$ cat config.mk
export PLATFORM = sky130hd
export DESIGN_NAME = rot_bist_gen
export DESIGN_NICKNAME = d
export VERILOG_FILES = /design/src/rtl/rot_bist_gen.sv
export SDC_FILE = /design/constraint.sdc
export NUM_CORES = 1
export LEC_CHECK = 0
export BUFFER_PORTS_ARGS = -buffer_cell sky130_fd_sc_hd__buf_2
export CAP_MARGIN = 20
export CORE_ASPECT_RATIO = 0.5
export CORE_MARGIN = 2
export CORE_UTILIZATION = 40
export DETAILED_ROUTE_END_ITERATION = 6
export HOLD_SLACK_MARGIN = 0.12
export SLEW_MARGIN = 20
export SYNTH_ARGS = -nofsm -noshare
export SYNTH_HDL_FRONTEND = slang
export SYNTH_SLANG_ARGS = --single-unit
$ cat constraint.sdc
create_clock -name clk -period 4.3 [get_ports clk]
set_input_delay 0.215 -clock clk [delete_from_list [all_inputs] [get_ports clk]]
set_output_delay 0.215 -clock clk [all_outputs]
set_load 0.02 [all_outputs]
$ cat src/rtl/rot_bist_gen.sv
module rot_bist_gen #(
  parameter int WIDTH = 8,
  parameter int RESP_W = 8,
  parameter int SEEDS = 4,
  parameter logic [WIDTH-1:0] RESET_VAL = '0,
  localparam int CNT_W = $clog2(WIDTH),
  localparam int BIT_W = $clog2(WIDTH),
  localparam int SEL_W = $clog2(RESP_W),
  localparam int SEED_W = $clog2(SEEDS)
) (
  input  logic              clk,
  input  logic              rst_n,
  input  logic              start_i,
  input  logic [SEED_W-1:0] last_seed_i,
  input  logic              cfg_bit_we_i,
  input  logic              cfg_seed_we_i,
  input  logic [SEED_W-1:0] cfg_seed_i,
  input  logic [BIT_W-1:0]  cfg_bit_i,
  input  logic [3:0]        cfg_op_i,
  input  logic [SEL_W-1:0]  cfg_sel_a_i,
  input  logic [SEL_W-1:0]  cfg_sel_b_i,
  input  logic [CNT_W-1:0]  cfg_rot_i,
  input  logic              cfg_use_rst_i,
  input  logic [RESP_W-1:0] resp_i,
  output logic [WIDTH-1:0]  pattern_o,
  output logic              pattern_valid_o,
  output logic              done_o
);

  typedef enum logic [2:0] {S_IDLE, S_LOAD, S_ROT, S_NEXT, S_DONE} st_t;

  st_t               st_q;
  logic [WIDTH-1:0]  csr_q;
  logic [CNT_W-1:0]  cnt_q;
  logic [SEED_W-1:0] seed_q;
  logic [SEED_W-1:0] last_q;
  logic [WIDTH-1:0]  fb_seed;

  logic [3:0]       op_q  [SEEDS][WIDTH];
  logic [SEL_W-1:0] sa_q  [SEEDS][WIDTH];
  logic [SEL_W-1:0] sb_q  [SEEDS][WIDTH];
  logic [CNT_W-1:0] rot_q [SEEDS];
  logic [SEEDS-1:0] use_rst_q;

  function automatic logic fb_bit(input logic [3:0] op, input logic a, input logic b);
    case (op)
      4'd0:    return a;
      4'd1:    return ~a;
      4'd2:    return 1'b1;
      4'd3:    return 1'b0;
      4'd4:    return a & b;
      4'd5:    return a | b;
      4'd6:    return ~(a & b);
      4'd7:    return ~(a | b);
      4'd8:    return a ^ b;
      4'd9:    return ~(a ^ b);
      default: return 1'b0;
    endcase
  endfunction

  for (genvar g = 0; g < WIDTH; g++) begin : g_fb
    assign fb_seed[g] = fb_bit(op_q[seed_q][g],
                               resp_i[sa_q[seed_q][g]],
                               resp_i[sb_q[seed_q][g]]);
  end

  always_ff @(posedge clk or negedge rst_n) begin
    if (!rst_n) begin
      for (int s = 0; s < SEEDS; s++) begin
        rot_q[s] <= '0;
        for (int i = 0; i < WIDTH; i++) begin
          op_q[s][i] <= '0;
          sa_q[s][i] <= '0;
          sb_q[s][i] <= '0;
        end
      end
      use_rst_q <= '0;
    end else begin
      if (cfg_bit_we_i && int'(cfg_bit_i) < WIDTH) begin
        op_q[cfg_seed_i][cfg_bit_i] <= cfg_op_i;
        sa_q[cfg_seed_i][cfg_bit_i] <= cfg_sel_a_i;
        sb_q[cfg_seed_i][cfg_bit_i] <= cfg_sel_b_i;
      end
      if (cfg_seed_we_i) begin
        rot_q[cfg_seed_i]     <= cfg_rot_i;
        use_rst_q[cfg_seed_i] <= cfg_use_rst_i;
      end
    end
  end

  always_ff @(posedge clk or negedge rst_n) begin
    if (!rst_n) begin
      st_q   <= S_IDLE;
      csr_q  <= RESET_VAL;
      cnt_q  <= '0;
      seed_q <= '0;
      last_q <= '0;
    end else begin
      case (st_q)
        S_IDLE: if (start_i) begin
          seed_q <= '0;
          last_q <= last_seed_i;
          st_q   <= S_LOAD;
        end
        S_LOAD: begin
          csr_q <= use_rst_q[seed_q] ? RESET_VAL : fb_seed;
          cnt_q <= rot_q[seed_q];
          st_q  <= S_ROT;
        end
        S_ROT: begin
          if (cnt_q == '0) begin
            st_q <= (seed_q == last_q) ? S_DONE : S_NEXT;
          end else begin
            csr_q <= {csr_q[WIDTH-2:0], csr_q[WIDTH-1]};
            cnt_q <= cnt_q - 1'b1;
          end
        end
        S_NEXT: begin
          seed_q <= seed_q + 1'b1;
          st_q   <= S_LOAD;
        end
        default: st_q <= S_IDLE;
      endcase
    end
  end

  assign pattern_o       = csr_q;
  assign pattern_valid_o = (st_q == S_ROT);
  assign done_o          = (st_q == S_DONE);

endmodule

==> reports/results.txt <==
status = complete, no violations
Hold Crit Depth = 3
minimum clock period = 3550 ps
adder-cell share of the synthesized area = 1.26%
Initial Util = 40.8%
crit path cell chain = buf_12 > mux4_2 > mux4_1 > mux2_2 > ha_1 > xor2_1 > a31oi_1 > nor2_1 > a2111oi_1 > a21oi_1
hold path endpoint = rot_q[0]
Hold WC Path Type = in -> reg
Clock Sinks = 354
Nets = 1291
Syn. warnings = 0
Internal = 8.34 mW
initial antenna violation count = 1
Port Buffers = 43
Clk network pwr share = 24.1%
MaxCap Viol Count = 0
Gate power share = 40.0%
largest net degree at the start of global routing = 114
Synth Area in XOR/XNOR = 0.880%
detailed placement HPWL = 27.4 mm
Crit Path Category = reg -> reg
Worst slew margin = 22.8%
worst r2r src = seed_q[0]
postcts setup bufs = 0
CP Depth = 10
final setup vio count = 0
max-slew violations = 0
vias in the first global route = 11393
CTS max path bufs = 3
Yosys top cell by area = dfrtp_1
final worst setup slack = 751 ps
Power Density = 634 nW/um^2
number of synthesized flops with an enable pin = 0
Worst-Margin Slew = 1160 ps
max incr delay on CP = 590 ps
Finished Layout Cells = 1853
share of layout cells above drive strength 1 = 40.4%
LEAKAGE = 8.62 nW
Syn Std Cell Area = 17900 um^2
global-route wire length before repair = 68.6 mm
r2r setup slk = 750 ps
mux contribution to synthesized area = 39.2%
via count = 10664
synth unique cells = 44
Sw Share = 34.0%
global-route total usage across every layer = 19.3%
Core Rows = 54
R2R Path End = pattern_o[5]
DR vias/cell = 5.75
Avg Inst Size Synth = 14.8 um^2
syn nets = 1260
DIE WIDTH = 303 um
Max IR drop VDD = 284 uV
CP top delay family = multiplexers
Crit-path slowest cell = mux4_2
final WL = 44.0 mm
Bufs and invs on worst path = 1
Arr. time, crit path = 3940 ps
antenna viol nets, final = 0
I/O pin cnt = 44
Final Hold Fails = 0
dpl cells = 1782
CP Capture Type = register
drt pass-1 iters = 5
simple-gate portion of the synthesized area = 4.04%
Wirelength per Cell = 23.7 um
Root Buffer = clkbuf_16
sequential share of power = 35.9%
gr ovfl total = 0
CTS buffer count = 35
ys flop type = dfrtp_1
CTS tree = built
Clock Latency Late Sink = 530 ps
CTS H-tree lvls = 2
largest family of logic cells by synthesized area = multiplexers
Setup TNS = 0 ps
top cells by area, synth = dfrtp_1 49%, mux2_2 18%, mux4_2 11%
reg2reg path depth = 10
Worst setup SP type = register
fmax = 282 MHz
post-synthesis compound-gate area fraction = 2.30%
Die Area = 46600 um^2
unrepaired setup endpoints after global routing = no
Place WS = 775 ps
min-delay src = cfg_seed_we_i
detailed-route DRC error count = 0
cells after synthesis = 1208
Worst EP required = 4690 ps
sequential fraction of the synthesis area = 49.4%
1st-iter DRT viols = 651
Final period util = 82.5%
CORE AREA = 43900 um^2
Layout Skew = 21.0 ps
die height = 154 um
Area growth syn-to-layout = 11.2%
Clock transition at path regs = 70 ps
crit-path max FO = 40
Placer Congestion = 0.782
share of the synthesized area in the top cell type = 49.4%
asr flop ratio synth = 100%
Net Sw Power = 4.29 mW
number of synthesized register bits = 354
[synth_stat cells, drive strengths merged, types with 6 or more instances]
library cell,n
a2111oi,8
nand3,6
nor3b,21
a21oi,17
nand2,23
nor4b,8
nor2b,9
o22ai,8
ha,18
o21ai,10
a221o,8
xor2,10
mux2,346
dfrtp,354
xnor2,8
inv,36
a31oi,9
nor4,8
nor2,37
clkbuf,56
mux4,100
mux2i,72
buf,17
[through the flow]
step	utilization (%)	hold WS, ps	instance area, um^2	total power, mW
detailed placement	42.6	351	18700	9.63
floorplan	-	-80.6	17900	8.44
global placement	42.6	336	18700	9.41
CTS	45.3	201	19900	12.7
global route	45.4	221	19900	13.4
finish	45.4	233	19900	12.6
[power by group through the flow]
stage	registers [mW]	clock network (mW)	logic, mW
after floorplan	4.37	0	4.07
after global placement	4.53	0	4.88
after detailed placement	4.59	0	5.05
after CTS	4.53	3.13	5.07
after global routing	4.62	3.27	5.48
final	4.54	3.05	5.05
[worst max path at each step]
stage | endpoint | slack [ps] | from
final | pattern_o[5] | 750 | seed_q[0]
after detailed placement | pattern_o[5] | 780 | seed_q[0]
after CTS | pattern_o[5] | 730 | seed_q[0]
after global routing | pattern_o[7] | 610 | seed_q[0]
after floorplan | pattern_o[5] | 1110 | seed_q[0]
after global placement | pattern_o[7] | 860 | seed_q[0]
[timing repair]
action | 4_1_cts | 5_1_grt
hold buffers | 8 | 0
endpoints found under the hold margin | 130 | 0
resized for setup | 0 | 0
[layout make-up]
cell class                 instances  area [um^2]
fill                            3854        24000
sequential                       354         8870
multi-input combinational        745         8560
clock buffer                      55         1090
tap                              588          736
timing repair buffer              67          492
inverter                          36          135
clock inverter                     7         37.5
antenna                            1         2.50
[metal layers]
| metal | vias to the layer above | GRT usage (%) | routed length (um) |
|---|---|---|---|
| met1 | 5788 | 26.7 | 20000 |
| met5 | - | 0 | 0 |
| met4 | 0 | 4.67 | 909 |
| met2 | 214 | 31.2 | 20900 |
| met3 | 72 | 4.06 | 2140 |
| li1 | 4590 | - | - |
[cells by family (layout without fill, tap and decap cells)]
family / count (synthesis) / in the layout
AOI/OAI and AO/OA: 62 / 62
xor gates and xnor gates: 18 / 18
adders and majority gates: 18 / 18
buffers and inverters: 109 / 165
DFF: 354 / 354
muxes: 518 / 518
other: 0 / 1
and+or+nand+nor: 129 / 129
[cells in the final DEF (no fill, tap or decap), types with 12 or more instances in the layout]
cell type	n
a21oi_1	16
buf_2	42
clkbuf_16	37
dfrtp_1	352
ha_1	18
inv_1	27
mux2_1	64
mux2_2	282
mux2i_1	64
mux4_1	16
mux4_2	84
nand2_1	23
nor2_1	25
nor2_2	12
nor3b_1	21
[worst register-to-register path: stages (launching register included)]
cell and delay [ps]:
dfrtp_4 470, buf_12 340, mux4_2 620, mux4_1 470
mux2_2 310, ha_1 320, xor2_1 160, a31oi_1 160
nor2_1 50, a2111oi_1 370, a21oi_1 140
[state kept, by name (all words and copies together), names as in the netlist, 3 cells and up]
name / count
rot_q: 12
sb_q: 96
pattern_o: 8
op_q: 128
sa_q: 96
cnt_q: 3
st_q: 3
use_rst_q: 4
Power figures use the tool's default switching activity.
